`src/rtl/tcmp_pkg.sv`:
```
package tcmp_pkg;
  typedef enum logic [1:0] {
    WM_NORMAL  = 2'b00,
    WM_CTC     = 2'b01,
    WM_PWM_TOP = 2'b10,
    WM_PWM_BOT = 2'b11
  } wave_mode_e;

  typedef enum logic [1:0] {
    PA_HOLD   = 2'b00,
    PA_TOGGLE = 2'b01,
    PA_CLEAR  = 2'b10,
    PA_SET    = 2'b11
  } pin_act_e;

  function automatic logic mode_is_pwm(input logic [1:0] mode);
    return mode[1];
  endfunction

  function automatic logic reload_due(input logic [1:0] mode, input logic top, input logic bottom);
    case (wave_mode_e'(mode))
      WM_PWM_TOP: return top;
      WM_PWM_BOT: return bottom;
      default:    return 1'b0;
    endcase
  endfunction

  function automatic logic pin_apply(input logic [1:0] act, input logic cur);
    case (pin_act_e'(act))
      PA_TOGGLE: return ~cur;
      PA_CLEAR:  return 1'b0;
      PA_SET:    return 1'b1;
      default:   return cur;
    endcase
  endfunction
endpackage

```
`src/rtl/tcmp_cmpreg.sv`:
```
module tcmp_cmpreg
  import tcmp_pkg::*;
#(
  parameter int W = 8
) (
  input  logic         clk,
  input  logic         rst_n,
  input  logic         tick_en,
  input  logic [1:0]   wave_mode,
  input  logic         cnt_top,
  input  logic         cnt_bottom,
  input  logic         wr_en,
  input  logic [W-1:0] wr_data,
  output logic [W-1:0] cmp_act
);
  logic [W-1:0] shadow_q;
  logic         pwm;
  logic         reload_evt;

  assign pwm        = mode_is_pwm(wave_mode);
  assign reload_evt = pwm && tick_en && reload_due(wave_mode, cnt_top, cnt_bottom);

  always_ff @(posedge clk) begin
    if (!rst_n) begin
      shadow_q <= '0;
      cmp_act  <= '0;
    end else begin
      if (wr_en) begin
        shadow_q <= wr_data;
        if (!pwm) cmp_act <= wr_data;
      end
      if (reload_evt) cmp_act <= shadow_q;
    end
  end

  AST_PWM_HOLD: assert property (@(posedge clk) disable iff (!rst_n)
    (pwm && !reload_evt) |=> $stable(cmp_act));
endmodule

```
`src/rtl/tcmp_match.sv`:
```
module tcmp_match #(
  parameter int W = 8
) (
  input  logic         clk,
  input  logic         rst_n,
  input  logic         tick_en,
  input  logic         cnt_wr,
  input  logic [W-1:0] cnt_val,
  input  logic [W-1:0] cmp_act,
  output logic         match_evt,
  output logic         blk_q
);
  always_ff @(posedge clk) begin
    if (!rst_n)       blk_q <= 1'b0;
    else if (cnt_wr)  blk_q <= 1'b1;
    else if (tick_en) blk_q <= 1'b0;
  end

  assign match_evt = tick_en && !blk_q && (cnt_val == cmp_act);

  AST_BLOCK_KEPT: assert property (@(posedge clk) disable iff (!rst_n)
    (blk_q && !tick_en) |=> blk_q);
endmodule

```
`src/rtl/tcmp_wave.sv`:
```
module tcmp_wave
  import tcmp_pkg::*;
(
  input  logic       clk,
  input  logic       rst_n,
  input  logic [1:0] wave_mode,
  input  logic [1:0] out_mode,
  input  logic       match_evt,
  input  logic       force_stb,
  output logic       wave_out
);
  logic force_ok;
  logic act_evt;

  assign force_ok = force_stb && !mode_is_pwm(wave_mode);
  assign act_evt  = match_evt || force_ok;

  always_ff @(posedge clk) begin
    if (!rst_n)       wave_out <= 1'b0;
    else if (act_evt) wave_out <= pin_apply(out_mode, wave_out);
  end

  AST_HOLD_ACTION: assert property (@(posedge clk) disable iff (!rst_n)
    (out_mode == 2'b00) |=> $stable(wave_out));
  AST_PWM_FORCE_IGNORED: assert property (@(posedge clk) disable iff (!rst_n)
    (force_stb && mode_is_pwm(wave_mode) && !match_evt) |=> $stable(wave_out));
endmodule

```
`src/rtl/tcmp_channel.sv`:
```
module tcmp_channel #(
  parameter int W = 8
) (
  input  logic         clk,
  input  logic         rst_n,
  input  logic         tick_en,
  input  logic [W-1:0] cnt_val,
  input  logic         cnt_top,
  input  logic         cnt_bottom,
  input  logic         cnt_wr,
  input  logic         cmp_wr,
  input  logic [W-1:0] cmp_wdata,
  input  logic         force_stb,
  input  logic [1:0]   wave_mode,
  input  logic [1:0]   out_mode,
  input  logic         flag_clr,
  input  logic         irq_ack,
  output logic         cmp_flag,
  output logic         wave_out
);
  logic [W-1:0] cmp_act;
  logic         match_evt;
  logic         blk_q;
  logic         clr_evt;

  tcmp_cmpreg #(.W(W)) u_cmpreg (
    .clk(clk), .rst_n(rst_n), .tick_en(tick_en), .wave_mode(wave_mode),
    .cnt_top(cnt_top), .cnt_bottom(cnt_bottom), .wr_en(cmp_wr),
    .wr_data(cmp_wdata), .cmp_act(cmp_act)
  );

  tcmp_match #(.W(W)) u_match (
    .clk(clk), .rst_n(rst_n), .tick_en(tick_en), .cnt_wr(cnt_wr),
    .cnt_val(cnt_val), .cmp_act(cmp_act), .match_evt(match_evt), .blk_q(blk_q)
  );

  tcmp_wave u_wave (
    .clk(clk), .rst_n(rst_n), .wave_mode(wave_mode), .out_mode(out_mode),
    .match_evt(match_evt), .force_stb(force_stb), .wave_out(wave_out)
  );

  assign clr_evt = flag_clr || irq_ack;

  always_ff @(posedge clk) begin
    if (!rst_n)         cmp_flag <= 1'b0;
    else if (match_evt) cmp_flag <= 1'b1;
    else if (clr_evt)   cmp_flag <= 1'b0;
  end

  AST_FLAG_ON_MATCH: assert property (@(posedge clk) disable iff (!rst_n)
    match_evt |=> cmp_flag);
  AST_FORCE_NO_FLAG: assert property (@(posedge clk) disable iff (!rst_n)
    (force_stb && !match_evt && !cmp_flag) |=> !cmp_flag);
  AST_BLOCKED_TICK: assert property (@(posedge clk) disable iff (!rst_n)
    (blk_q && tick_en && !cmp_flag) |=> !cmp_flag);
  AST_FLAG_CLEAR: assert property (@(posedge clk) disable iff (!rst_n)
    (clr_evt && !match_evt) |=> !cmp_flag);
  AST_FLAG_STICKY: assert property (@(posedge clk) disable iff (!rst_n)
    (cmp_flag && !clr_evt) |=> cmp_flag);
  AST_NO_TICK_NO_FLAG: assert property (@(posedge clk) disable iff (!rst_n)
    (!tick_en && !cmp_flag) |=> !cmp_flag);
endmodule

```
`config.mk`:
```
export PLATFORM = sky130hd
export DESIGN_NAME = tcmp_channel
export DESIGN_NICKNAME = d
export VERILOG_FILES = /design/src/rtl/tcmp_pkg.sv /design/src/rtl/tcmp_cmpreg.sv /design/src/rtl/tcmp_match.sv /design/src/rtl/tcmp_wave.sv /design/src/rtl/tcmp_channel.sv
export SDC_FILE = /design/constraint.sdc
export NUM_CORES = 1
export LEC_CHECK = 0
export BUFFER_PORTS_ARGS = -buffer_cell sky130_fd_sc_hd__buf_4
export CORE_MARGIN = 2
export CORE_UTILIZATION = 43
export CTS_CLUSTER_SIZE = 20
export DETAILED_ROUTE_END_ITERATION = 6
export HOLD_SLACK_MARGIN = 0.1
export PLACE_DENSITY_LB_ADDON = 0.1
export SKIP_CTS_REPAIR_TIMING = 1
export SLEW_MARGIN = 30
export SYNTH_ARGS = -nofsm -noshare
export SYNTH_HDL_FRONTEND = slang
export SYNTH_SLANG_ARGS = --single-unit
```
`constraint.sdc`:
```
create_clock -name clk -period 1.4 [get_ports clk]
set_clock_uncertainty 0.2 [all_clocks]
set_input_delay 0.21 -clock clk [delete_from_list [all_inputs] [get_ports clk]]
set_output_delay 0.21 -clock clk [all_outputs]
set_load 0.03 [all_outputs]
```
==> key figures <==
Setup path
  – Critical path startpoint category: register
  – Worst R2R Setup Slack: -0.06 ns
  – Maximum fanout along the worst path: 2
  – Kind of critical path: reg2reg
  – Critical Path End Type: register
  – Worst Path Arrival: 1.44 ns
  – CP required: 1.39 ns

Drt
  – Vias per cell: 4.94
  – DR pass1 iterations: 3
  – # DRC: 0
  – Iteration-0 DRC Markers: 5
  – DR vias: 835
  – Routed WL per cell: 12.3 um
  – Final ANT Viol Nets: 0
  – WL final: 2.07 mm

GRT
  – Met2 usage: 27.7%
  – Pin count of the biggest net entering global routing: 20
  – Tot GR Track Use: 16.3%
  – Gr busiest metal: met2
  – Vias in the first global route: 752
  – Met3 Usage GRT: 4.09%
  – GRT Residual Overflow: 0
  – First-pass GRT wire length: 3.22 mm
  – Grt met1 use: 20.5%
  – Initial antenna violation count: 0

Synth
  – Post-synthesis sequential area ratio: 40.2%
  – Area contributors post-synth: dfxtp_1 (40%), mux2i_1 (17%), o211a_1 (8.5%), xnor2_1 (7.4%), nor2b_1 (6.6%)
  – Mapped Area: 946 um2
  – Yosys Warn Count: 0
  – Gate Count Post-Synth: 92
  – Avg Cell Area, Syn: 10.3 um2
  – Top-area cell type share of the netlist area: 40.2%
  – Synth cell types: 23
  – Post-synth top area cell: dfxtp_1
  – #FFs+latches synth: 19
  – Post-synth EDFFs: 0
  – Top_reg_cell synth: dfxtp_1
  – Synthesized Nets: 122
  – Post-synth ARST share: 0%

Clock tree
  – CTS buffer count: 3
  – Worst-case clock buffer depth: 2
  – Number of H-tree levels: 1
  – CTS root buf: clkbuf_4
  – Clock sink total: 19
  – Clock-pin slew on the worst setup and hold paths: 0.10 ns
  – Skew-Pair Late Insertion Delay: 0.29 ns
  – CTS tree: yes

Power and ir drop
  – Combinational share of power: 25.3%
  – Clock power share: 23.2%
  – VDD IR max: 0.000646 V
  – Int Pwr: 0.878 mW
  – Sequential power share: 51.5%
  – Sw Ratio: 25.2%
  – Leakage: 0.703 nW
  – NetSw: 0.296 mW
  – Pwr/cell area: 806 mW/mm2

Final layout
  – Nets@finish: 173
  – Ant diodes: 0
  – Layout fillers: 164
  – Share of layout cells above drive strength 1: 38.7%
  – Most frequent cells in the layout: buf_4 (37), mux2i_1 (16), dfxtp_1 (13), dlygate4sd3_1 (13), nor2b_1 (10)
  – Area Growth Syn to Fin: 53.8%
  – Commonest non-fill, non-tap cell in the layout: buf_4

Timing
  – Final hold vios: 0
  – F_max: 687 MHz
  – Final Critical Period: 1.46 ns
  – Hold_ws: 0.192 ns
  – Endpoints failing setup: 1
  – RSZ-0062 raised after global routing: true
  – Worst Tran Pin Value: 0.202 ns
  – Final period util: 104%
  – Slew margin rel.: 86.4%
  – Setup_tns: -0.0562 ns
  – Slew Limit Fails: 0
  – Fin worst setup slack: -0.0562 ns

Floorplanning
  – Row count: 16
  – Die area: 0.00259 mm2
  – Die width: 50.9 um
  – IO Pins: 32
  – Die Ht: 50.9 um
  – Initial core utilization: 46.8%
  – Core box area: 0.00202 mm2

Flow run
  – Max_cap viols: 0

Worst hold path
  – Hold WC Path Type: in2reg

Run status
  – Status: complete, but fails checks
  – Failing checks: setup timing

Placed design
  – RePlAce Congestion: 0.694
  – PortBufs: 31
==> final cells by class <==
| type | count | area [um2] | share of cell area (%) |
|---|---|---|---|
| Tap cell | 27 | 33.8 | 2.32 |
| Sequential cell | 19 | 388 | 26.7 |
| Timing Repair Buffer | 51 | 428 | 29.4 |
| Multi-Input combinational cell | 68 | 579 | 39.8 |
| Clock buffer | 4 | 26.3 | 1.81 |
==> metrics by stage <==
stage / power [mW] / instances / worst slack [ns] / area, um2 / utilization [%]
final: 1.17 / 169 / -0.0562 / 1460 / 72.0
after floorplan: 0.751 / 92 / -0.00793 / 951 / -
after CTS: 1.13 / 156 / -0.0958 / 1280 / 63.4
after global placement: 0.860 / 152 / -0.0624 / 1250 / 62.1
after detailed placement: 0.867 / 152 / -0.0863 / 1250 / 62.1
after global routing: 1.24 / 169 / -0.120 / 1460 / 72.0
==> path summary, 6_finish.rpt <==
check             cells past startpoint            startpoint             endpoint
setup / recovery                      4   u_cmpreg.cmp_act[3]      u_wave.wave_out
hold / removal                        4           out_mode[0]      u_wave.wave_out
setup reg to reg                      4   u_cmpreg.cmp_act[3]      u_wave.wave_out
hold reg to reg                       1  u_cmpreg.shadow_q[0]  u_cmpreg.cmp_act[0]
==> flip-flops by register name, summed over array words and instances, names as in the netlist <==
name and count:
u_cmpreg.cmp_act 8, cmp_flag 1, u_cmpreg.shadow_q 8, u_wave.wave_out 1, u_match.blk_q 1
==> critical path: stages (launching register included) <==
cell and delay (ns):
dfxtp_2 0.36, xnor2_2 0.10, nand3b_1 0.13, o31a_1 0.30, o31a_1 0.27
==> cell usage after synthesis (2+ instances only) <==
cell      instances
o211a_1           8
mux2i_1          16
clkbuf_1          2
xnor2_1           8
buf_4             2
dfxtp_1          19
nand2_1           9
o31a_1            2
nand2b_1          2
o21a_1            2
nor2b_1          10
==> kinds of logic (layout without fill, tap and decap cells) <==
kind of cell              count (synthesis)  after routing  share of synthesized area, %
AOI/OAI and AO/OA                        13             13                          12.4
DFF                                      19             19                          40.2
and+or+nand+nor                          29             29                          17.2
xor gates and xnor gates                  9              9                          9.13
buffers and inverters                     5             55                          2.91
muxes                                    17             17                          18.1
==> routing by layer <==
metal  vias to the layer above  wire length, um
met1                       390              981
met5                         -                0
li1                        422                -
met2                        21              986
met4                         0               11
met3                         2               94
==> power by group through the flow <==
stage                     logic (mW)  clock network, mW  registers, mW
after detailed placement       0.254                  0          0.613
after global placement         0.249                  0          0.611
after floorplan                0.138                  0          0.613
after CTS                      0.255              0.279          0.600
final                          0.297              0.272          0.604
after global routing           0.325              0.307          0.609
No activity file was read; power rests on OpenSTA's default activity.
